$ cat src/rtl/pdc_pkg.sv
package pdc_pkg;

  localparam int unsigned WIDE_W_DEF   = 8;
  localparam int unsigned WIDE_CNT_DEF = 3;
  localparam int unsigned NARROW_W_DEF = 2;
  localparam int unsigned SYNC_DEF     = 2;

  typedef struct packed {
    logic oe;
    logic val;
  } pad_drv_t;

  // Drive rule for one pin: dir=1 floats; open-drain pins only pull low.
  function automatic pad_drv_t pin_drive(input logic dir, input logic latch,
                                         input logic od);
    pad_drv_t r;
    r.oe  = !dir && (!od || !latch);
    r.val = od ? 1'b0 : latch;
    return r;
  endfunction

endpackage

$ cat src/rtl/pdc_rst_sync.sv
module pdc_rst_sync (
  input  logic clk_i,
  input  logic rst_ni,
  output logic rst_no
);

  logic meta_q;
  logic out_q;

  always_ff @(posedge clk_i or negedge rst_ni) begin
    if (!rst_ni) begin
      meta_q <= 1'b0;
      out_q  <= 1'b0;
    end else begin
      meta_q <= 1'b1;
      out_q  <= meta_q;
    end
  end

  assign rst_no = out_q;

endmodule

$ cat src/rtl/pdc_in_sync.sv
module pdc_in_sync #(
  parameter int unsigned W      = 26,
  parameter int unsigned STAGES = 2
) (
  input  logic         clk_i,
  input  logic         rst_ni,
  input  logic [W-1:0] d_i,
  output logic [W-1:0] q_o
);

  logic [W-1:0] stg_q [STAGES];

  for (genvar s = 0; s < STAGES; s++) begin : g_stage
    logic [W-1:0] stg_d;
    if (s == 0) begin : g_first
      assign stg_d = d_i;
    end else begin : g_next
      assign stg_d = stg_q[s-1];
    end
    always_ff @(posedge clk_i or negedge rst_ni) begin
      if (!rst_ni) stg_q[s] <= '0;
      else         stg_q[s] <= stg_d;
    end
  end

  assign q_o = stg_q[STAGES-1];

endmodule

$ cat src/rtl/pdc_port_bank.sv
module pdc_port_bank
  import pdc_pkg::*;
#(
  parameter int unsigned W       = 8,
  parameter logic [W-1:0] OD_MASK = '0
) (
  input  logic         clk_i,
  input  logic         rst_ni,
  input  logic         dat_we_i,
  input  logic         dir_we_i,
  input  logic [W-1:0] wdata_i,
  output logic [W-1:0] dir_o,
  output logic [W-1:0] oe_o,
  output logic [W-1:0] out_o
);

  logic [W-1:0] dat_d, dat_q;
  logic [W-1:0] dir_d, dir_q;

  // next-state
  always_comb begin
    dat_d = wdata_i;
    dir_d = wdata_i;
  end

  // registers with explicit enables
  always_ff @(posedge clk_i or negedge rst_ni) begin
    if (!rst_ni) begin
      dat_q <= '0;
    end else if (dat_we_i) begin
      dat_q <= dat_d;
    end
  end

  always_ff @(posedge clk_i or negedge rst_ni) begin
    if (!rst_ni) begin
      dir_q <= '1;
    end else if (dir_we_i) begin
      dir_q <= dir_d;
    end
  end

  for (genvar i = 0; i < W; i++) begin : g_pin
    pad_drv_t drv;
    assign drv      = pin_drive(dir_q[i], dat_q[i], OD_MASK[i]);
    assign oe_o[i]  = drv.oe;
    assign out_o[i] = drv.val;
  end

  assign dir_o = dir_q;

endmodule

$ cat src/rtl/pdc_top.sv
module pdc_top
  import pdc_pkg::*;
#(
  parameter int unsigned WIDE_W      = WIDE_W_DEF,
  parameter int unsigned WIDE_CNT    = WIDE_CNT_DEF,
  parameter int unsigned NARROW_W    = NARROW_W_DEF,
  parameter int unsigned SYNC_STAGES = SYNC_DEF,
  parameter logic [NARROW_W-1:0] NARROW_OD = 2'b10,
  localparam int unsigned PORT_CNT = WIDE_CNT + 1,
  localparam int unsigned PIN_CNT  = WIDE_W * WIDE_CNT + NARROW_W,
  localparam int unsigned ADDR_W   = $clog2(2 * PORT_CNT)
) (
  input  logic                clk_i,
  input  logic                rst_ni,
  input  logic                bus_we_i,
  input  logic [ADDR_W-1:0]   bus_addr_i,
  input  logic [WIDE_W-1:0]   bus_wdata_i,
  output logic [WIDE_W-1:0]   bus_rdata_o,
  input  logic [PIN_CNT-1:0]  pad_in_i,
  output logic [PIN_CNT-1:0]  pad_oe_o,
  output logic [PIN_CNT-1:0]  pad_out_o
);

  localparam int unsigned NARROW_LO = WIDE_W * WIDE_CNT;

  logic                rst_n_q;
  logic [PIN_CNT-1:0]  pin_sync;
  logic [WIDE_W-1:0]   rd_dat [PORT_CNT];
  logic [WIDE_W-1:0]   rd_dir [PORT_CNT];
  logic [PORT_CNT-1:0] dat_we;
  logic [PORT_CNT-1:0] dir_we;

  pdc_rst_sync u_rst (
    .clk_i  (clk_i),
    .rst_ni (rst_ni),
    .rst_no (rst_n_q)
  );

  pdc_in_sync #(.W(PIN_CNT), .STAGES(SYNC_STAGES)) u_sync (
    .clk_i  (clk_i),
    .rst_ni (rst_n_q),
    .d_i    (pad_in_i),
    .q_o    (pin_sync)
  );

  // write decode
  for (genvar p = 0; p < PORT_CNT; p++) begin : g_dec
    assign dat_we[p] = bus_we_i && (bus_addr_i == ADDR_W'(p));
    assign dir_we[p] = bus_we_i && (bus_addr_i == ADDR_W'(PORT_CNT + p));
  end

  for (genvar w = 0; w < WIDE_CNT; w++) begin : g_wide
    pdc_port_bank #(.W(WIDE_W), .OD_MASK('0)) u_bank (
      .clk_i    (clk_i),
      .rst_ni   (rst_n_q),
      .dat_we_i (dat_we[w]),
      .dir_we_i (dir_we[w]),
      .wdata_i  (bus_wdata_i),
      .dir_o    (rd_dir[w]),
      .oe_o     (pad_oe_o[w*WIDE_W +: WIDE_W]),
      .out_o    (pad_out_o[w*WIDE_W +: WIDE_W])
    );
    assign rd_dat[w] = pin_sync[w*WIDE_W +: WIDE_W];
  end

  logic [NARROW_W-1:0] narrow_dir;

  pdc_port_bank #(.W(NARROW_W), .OD_MASK(NARROW_OD)) u_narrow (
    .clk_i    (clk_i),
    .rst_ni   (rst_n_q),
    .dat_we_i (dat_we[WIDE_CNT]),
    .dir_we_i (dir_we[WIDE_CNT]),
    .wdata_i  (bus_wdata_i[NARROW_W-1:0]),
    .dir_o    (narrow_dir),
    .oe_o     (pad_oe_o[NARROW_LO +: NARROW_W]),
    .out_o    (pad_out_o[NARROW_LO +: NARROW_W])
  );

  assign rd_dir[WIDE_CNT] = WIDE_W'(narrow_dir);
  assign rd_dat[WIDE_CNT] = WIDE_W'(pin_sync[NARROW_LO +: NARROW_W]);

  // read mux
  always_comb begin
    bus_rdata_o = '0;
    for (int p = 0; p < PORT_CNT; p++) begin
      if (bus_addr_i == ADDR_W'(p))            bus_rdata_o = rd_dat[p];
      if (bus_addr_i == ADDR_W'(PORT_CNT + p)) bus_rdata_o = rd_dir[p];
    end
  end

endmodule

$ cat config.mk
export PLATFORM = sky130hd
export DESIGN_NAME = pdc_top
export DESIGN_NICKNAME = d
export VERILOG_FILES = /design/src/rtl/pdc_pkg.sv /design/src/rtl/pdc_rst_sync.sv /design/src/rtl/pdc_in_sync.sv /design/src/rtl/pdc_port_bank.sv /design/src/rtl/pdc_top.sv
export SDC_FILE = /design/constraint.sdc
export NUM_CORES = 1
export LEC_CHECK = 0
export BUFFER_PORTS_ARGS = -buffer_cell sky130_fd_sc_hd__buf_2
export CAP_MARGIN = 20
export CORE_MARGIN = 2
export CORE_UTILIZATION = 30
export CTS_BUF_LIST = sky130_fd_sc_hd__clkbuf_16
export DETAILED_ROUTE_END_ITERATION = 7
export GPL_TIMING_DRIVEN = 0
export PLACE_DENSITY_LB_ADDON = 0.3
export SLEW_MARGIN = 20
export SYNTH_ARGS = -nofsm -noshare
export SYNTH_HDL_FRONTEND = slang
export SYNTH_HIERARCHICAL = 1
export SYNTH_SLANG_ARGS = --single-unit
$ cat constraint.sdc
create_clock -name clk_i -period 7.1 [get_ports clk_i]
set_input_delay 0.355 -clock clk_i [delete_from_list [all_inputs] [get_ports clk_i]]
set_output_delay 0.355 -clock clk_i [all_outputs]
set_load 0.02 [all_outputs]
==> results of run 1 <==
-- layout by cell type (no fill, tap or decap), types with 4 or more instances in the layout --
master	Yosys	routed
o22a_1	5	5
clkbuf_16	0	9
mux2i_1	16	16
dfrtp_1	80	79
nand2_1	6	6
buf_2	5	101
nand2b_1	5	5
mux2_4	48	48
dfstp_2	26	26
mux4_2	4	4
inv_1	25	26
nor2_1	12	12
o21ai_1	5	5
mux2_1	4	4
buf_6	8	8
-- registers in the layout, indices dropped and copies added (netlist names) --
name                  cells
u_narrow/dir_o            2
u_sync/g_stage.stg_d     26
u_narrow/dat_q            2
g_wide.u_bank/out_o      24
u_rst/rst_no              1
u_sync/q_o               26
u_rst/meta_q              1
g_wide.u_bank/dir_o      24
-- repair_timing --
item                                    in CTS  in global routing
hold buffers                                 1                  0
endpoints found under the setup margin       0                  0
hold endpoints to repair                     2                  0
buffers inserted                             0                  0
-- per-layer routing --
metal / routed length, um / vias up / global-route usage
li1: - / 1073 / -
met1: 4170 / 1156 / 0.176
met2: 4290 / 60 / 0.204
met3: 342 / 17 / 0.0282
met4: 241 / 0 / 0.0718
met5: 0 / - / 0
-- layout make-up --
cell class | instances | area (sq um) | area share
tap | 176 | 220 | 0.0425
buffer | 15 | 130 | 0.0251
sequential | 106 | 2690 | 0.519
multi-input combinational | 113 | 1230 | 0.237
clock inverter | 7 | 61.3 | 0.0118
clock buffer | 9 | 225 | 0.0435
inverter | 25 | 93.8 | 0.0181
timing repair buffer | 99 | 531 | 0.102
-- cell families (layout without fill, tap and decap cells) --
family | count (synthesis) | count (layout) | synth area share
flops | 106 | 106 | 0.649
mux | 72 | 72 | 0.245
buf+inv | 40 | 155 | 0.0541
simple gates | 26 | 26 | 0.0281
compound gates | 13 | 13 | 0.0218
other cells | 2 | 2 | 0.00181
-- worst paths after layout --
check	start	endpoint	slack [ns]	cells past startpoint
worst min-delay path	pad_in_i[21]	u_sync/g_stage[1].stg_d[21]	0.11	1
worst max register to register	u_rst/rst_no	g_wide[0].u_bank/dir_o[4]	6.21	1
worst max-delay path	g_wide[2].u_bank/dir_o[0]	bus_rdata_o[0]	5.26	4
worst min register to register	u_rst/rst_no	u_sync/g_stage[1].stg_d[24]	0.26	0
min in group asynchronous	u_rst/rst_no	u_sync/g_stage[1].stg_d[24]	0.26	0
max in group asynchronous	u_rst/rst_no	g_wide[0].u_bank/dir_o[4]	6.21	1
-- report_power, final --
group          total (mW)  internal, mW  switching (mW)
combinational       0.354         0.168           0.186
sequential          0.763         0.710          0.0535
clock               0.490         0.270           0.220
==> summary.md, run 1 <==
| Metric | Value |
|---|---|
| Status | finished, final reports clean |
| Overall track demand over capacity in global routing | 0.133 |
| Antenna violations before repair | 0 |
| Global-route wire length before repair | 14100 um |
| Drt pass-1 iters | 3 |
| Ordered cell list for the critical path | mux4_2, nand2b_1, nand2_1, buf_2 |
| Post-synthesis async set-or-reset flop share | 1.00 |
| Syn Area/Cell | 16.0 sq um |
| Number of buffers added on ports | 96 |
| Horiz. Die Dim | 121 um |
| Setup repair after global routing missed its margin | no |
| Layout cells sized above 1 | 0.551 |
| Area post-placement | 0.00488 sq mm |
| Count of flip-flops with a built-in enable after synthesis | 0 |
| Power per cell area | 310 mW/mm^2 |
| Detailed-route vias per instance | 4.19 |
| Number of warning messages in the yosys log | 6 |
| Critical path endpoint category | primary output |
| Total power draw | 1.61 mW |
| Count of boundary I/O pins | 100 |
| # DRC | 0 |
| Die area | 0.0148 sq mm |
| Maximum number of pins on one net before global-route repair | 43 |
| Worst clock skew on the final layout | 0.00452 ns |
| Most frequent cell after synthesis | dfrtp_1 |
| Setup violators final | 0 |
| Clk root buf | clkbuf_16 |
| Slowest-stage cell, CP | mux4_2 |
| Grt ovf | 0 |
| Max FO, Critical Path | 3 |
| Floorplan core area | 0.0133 sq mm |
| Setup ws final | 5.26 ns |
| HPWL after detailed placement | 6320 um |
| Post-synthesis instance area | 0.00414 sq mm |
| Max-slew violation count | 0 |
| Yosys cell types | 22 |
| Synth area leader | dfrtp_1 |
| Worst IR drop on VDD | 0.0995 mV |
| Clock Tree Buf Depth | 2 |
| Top area cells in the synthesized netlist | dfrtp_1 48%, mux2_4 17%, dfstp_2 17%, mux2i_1 3.9%, inv_1 2.3% |
| DRC violation total after the first TritonRoute iteration | 89 |
| Count of nets after finishing | 409 |
| Max Freq | 0.544 GHz |
| Clock transition at the register clock pins on the worst setup and hold paths after CTS | 0.07 ns |
| Top cell type's share of synthesized area | 0.484 |
| Leakage power | 2.51 nW |
| Flip-flop cell with the highest count after synthesis | dfrtp_1 |
| Critical path arrival | 1.48 ns |
| Min-delay worst type | in2reg |
| Worst hold-check slack | 0.106 ns |
| Cell count after synthesis | 259 |
| TritonCTS clock tree | yes |
| Wire per inst | 16.4 um |
| Data required time at the worst endpoint | 6.74 ns |
| Commonest cells in the netlist | 80 x dfrtp_1, 48 x mux2_4, 26 x dfstp_2 |
| Via count of the first global-routing pass | 2458 |
| Time the worst path needs with I/O delays and setup | 1.84 ns |
| Via count | 2306 |
| Number of cells after detailed placement | 533 |
| Number of nets with antenna violations after detailed routing | 0 |
| Startpoint type of the worst setup path | flip-flop |
| Fraction of the cycle the final worst path needs | 0.259 |
| Total clock buffers created by CTS | 9 |
| Growth of design area from synthesis to finish | 25.2% |
| Syn_nets | 299 |
| Synth Register Bits | 106 |
| Sequential share of the synthesized area | 0.649 |
| Final cell count without fillers | 550 |
| Summed area of non-filler cells in the final layout | 0.00518 sq mm |
| Count of final hold-check violations | 0 |
| Skew-Pair Late Insertion Delay | 0.35 ns |
| Vertical die dimension | 121 um |
| CTS sink count | 106 |
| Crit-path leading delay family | multiplexers |
| Number of cells upsized or downsized after cts | 0 |
| Final GP Congestion | 0.736 |
| Total buffers and inverters traversed by the critical path | 1 |
| Utilization after layout | 0.388 |
| WL final | 9040 um |
| Pre-CTS WS | 5.35 ns |
| Filler instances | 1320 |
| Initial Utilization | 0.310 |
| Largest stage delay on the critical path | 0.46 ns |
| Max Cap Viol | 0 |
| Start-to-end type of the worst setup path | reg2out |
| Placement row count | 42 |
| Setup total negative slack | 0 ns |
| Diode insertion count for antenna repair | 0 |
| H-Tree Level Count | 3 |
Power figures use the tool's default switching activity.
==> run 2, diff against run 1 <==
clock period = 1.5 ns   (was 7.1 ns; I/O delays follow)
==> summary.md, run 2 (synthesis gave the netlist of run 1 again) <==
| Metric | Value |
|---|---|
| Setup violators final | 2 (+2) |
| Commonest non-fill, non-tap cell in the layout | buf_2 |
| Count of boundary I/O pins | 100 (unchanged) |
| Total area of sequential cells | 0.00269 sq mm (unchanged) |
| Grt ovf | 0 (unchanged) |
| Vertical die dimension | 121 um (unchanged) |
| Reg-to-reg startpoint | u_rst/rst_no |
| Total buffers and inverters traversed by the critical path | 1 (unchanged) |
| Horiz. Die Dim | 121 um (unchanged) |
| Worst hold-check slack | 0.0447 ns (-0.0610 ns) |
| Maximum number of pins on one net before global-route repair | 40 (-7.0%) |
| Overall track demand over capacity in global routing | 0.133 (+0.000294) |
| Setup ws final | -0.0386 ns (-5.30 ns) |
| Drt pass-1 iters | 4 (+1) |
| Diode insertion count for antenna repair | 0 (unchanged) |
| Count of nets after finishing | 445 (+8.8%) |
| Number of nets with antenna violations after detailed routing | 0 (unchanged) |
| Count of final hold-check violations | 0 (unchanged) |
| Pre-CTS WS | 0.0293 ns (-5.32 ns) |
| WL final | 9170 um (+1.4%) |
| Max Freq | 0.650 GHz |
| Via count of the first global-routing pass | 2581 (+5.0%) |
| Die area | 0.0148 sq mm (unchanged) |
| Worst IR drop on VDD | 0.583 mV (+490%) |
| Min-delay worst type | in2async |
| Critical path endpoint category | primary output |
| Setup repair after global routing missed its margin | yes |
| Global-route wire length before repair | 14400 um (+2.1%) |
| Total power draw | 7.74 mW (+380%) |
| Skew-Pair Late Insertion Delay | 0.35 ns (about the same) |
| Startpoint type of the worst setup path | flip-flop |
| Worst clock skew on the final layout | 0.0102 ns (+0.00570 ns) |
| H-Tree Level Count | 3 (unchanged) |
| CTS sink count | 106 (unchanged) |
| Max Cap Viol | 0 (unchanged) |
| Layout cells sized above 1 | 0.534 (-0.0167) |
| Max FO, Critical Path | 2 (-1) |
| Detailed-route vias per instance | 4.16 (-0.77%) |
| Growth of design area from synthesis to finish | 34.6% |
| Final GP Congestion | 0.735 (-0.20%) |
| Violated checks | setup timing |
| Floorplan core area | 0.0133 sq mm (unchanged) |
| Clk root buf | clkbuf_16 |
| TritonCTS clock tree | yes |
| Number of buffers added on ports | 96 (unchanged) |
| Data required time at the worst endpoint | 1.42 ns (-5.32 ns) |
| Filler instances | 1281 (-3.0%) |
| Antenna violations before repair | 0 (unchanged) |
| Max-slew violation count | 0 (unchanged) |
| DRC violation total after the first TritonRoute iteration | 71 (-20%) |
| Cell count of the worst reg-to-reg path | 2 (+1) |
| Clock transition at the register clock pins on the worst setup and hold paths after CTS | 0.07 ns (about the same) |
| Initial Utilization | 0.310 (unchanged) |
| Setup slack of the worst register-to-register path | 0.37 ns (-5.84 ns) |
| Ordered cell list for the critical path | mux4_2, nand2b_1, nand2_1, buf_6 |
| Via count | 2438 (+5.7%) |
| Status | finished, violations left |
| Clock Tree Buf Depth | 2 (unchanged) |
| # DRC | 0 (unchanged) |
| Launching instance or port of the critical path | g_wide[2].u_bank/dir_o[0] |
| Start-to-end type of the worst setup path | reg2out |
| Multi-input gate area in the final layout | 0.00125 sq mm (+1.3%) |
| Placement row count | 42 (unchanged) |
| Commonest cells after routing, fill and taps aside | 93 x buf_2, 79 x dfrtp_1, 48 x mux2_4 |
| Total clock buffers created by CTS | 9 (unchanged) |
| Wire per inst | 15.6 um (-4.8%) |
| HPWL after detailed placement | 6290 um (-0.43%) |
| Largest stage delay on the critical path | 0.46 ns (about the same) |
| Capturing point of the worst reg2reg path | g_wide[0].u_bank/dir_o[2] |
| Slowest-stage cell, CP | mux4_2 |
| Time the worst path needs with I/O delays and setup | 1.54 ns |
| Crit-path leading delay family | multiplexers |
| Fraction of the cycle the final worst path needs | 1.03 |
| Power per cell area | 1390 mW/mm^2 (+350%) |
| Leakage power | 2.69 nW (+7.1%) |
| Critical path arrival | 1.46 ns (-0.02 ns) |
-- run 2: cell count changes in the layout (fill, tap and decap cells not counted), sizes merged --
| cell | before | now |
|---|---|---|
| inv | 26 | 28 |
| dlygate4sd3 | 1 | 27 |
| buf | 113 | 123 |
| clkinv | 5 | 3 |
-- run 2: worst reg2reg max path: stages, from the launching register on --
cell     delay, ns
dfrtp_4       0.72
buf_12        0.27
buf_12        0.25
-- run 2: where the power goes --
| part | internal, mW | total (mW) | switching (mW) |
|---|---|---|---|
| combinational | 0.944 | 1.87 | 0.929 |
| sequential | 3.36 | 3.61 | 0.251 |
| clock | 1.27 | 2.26 | 0.991 |
-- run 2: stage by stage --
stage	cells	util	setup TNS, ns	cell area [sq um]
detailed placement	533	0.366	0	4880
CTS	583	0.414	-0.0979	5530
global route	586	0.417	-0.322	5570
global placement	531	0.363	0	4840
floorplan	259	-	0	4140
finish	586	0.417	-0.0497	5570
-- run 2: timing repair --
item,CTS,global route
hold buffers,27,0
buffers inserted,7,3
endpoints found under the setup margin,8,8
pin swaps,4,2
gates cloned,0,0
hold endpoints to repair,28,0
gates resized for setup,13,5
-- run 2: cell type report --
type                            count  share of cell area
Clock buffer                        9              0.0404
Sequential cell                   106               0.483
Tap cell                          176              0.0395
Multi-Input combinational cell    113               0.224
Timing Repair Buffer              135               0.163
Inverter                           25              0.0169
Buffer                             15              0.0234
Clock inverter                      7              0.0101
-- run 2: layer usage --
layer  vias to the layer above  wire, um  share of wire  GRT usage
met4                         0       221          0.024     0.0647
met2                        68      4390           0.48      0.208
met1                      1214      4170           0.45      0.176
met5                         -         0              0          0
li1                       1143         -              -          -
met3                        13       391          0.043     0.0277
-- run 2: how the worst max path moves through the flow --
stage	to	slack, ns	cells past startpoint
after global placement	g_wide[1].u_bank/out_o[4]	0.001	0
after global routing	bus_rdata_o[0]	-0.09	4
after floorplan	g_wide[0].u_bank/out_o[0]	0.23	6
final	bus_rdata_o[0]	-0.04	4
after CTS	bus_rdata_o[0]	-0.05	4
after detailed placement	g_wide[1].u_bank/dir_o[5]	0.03	6
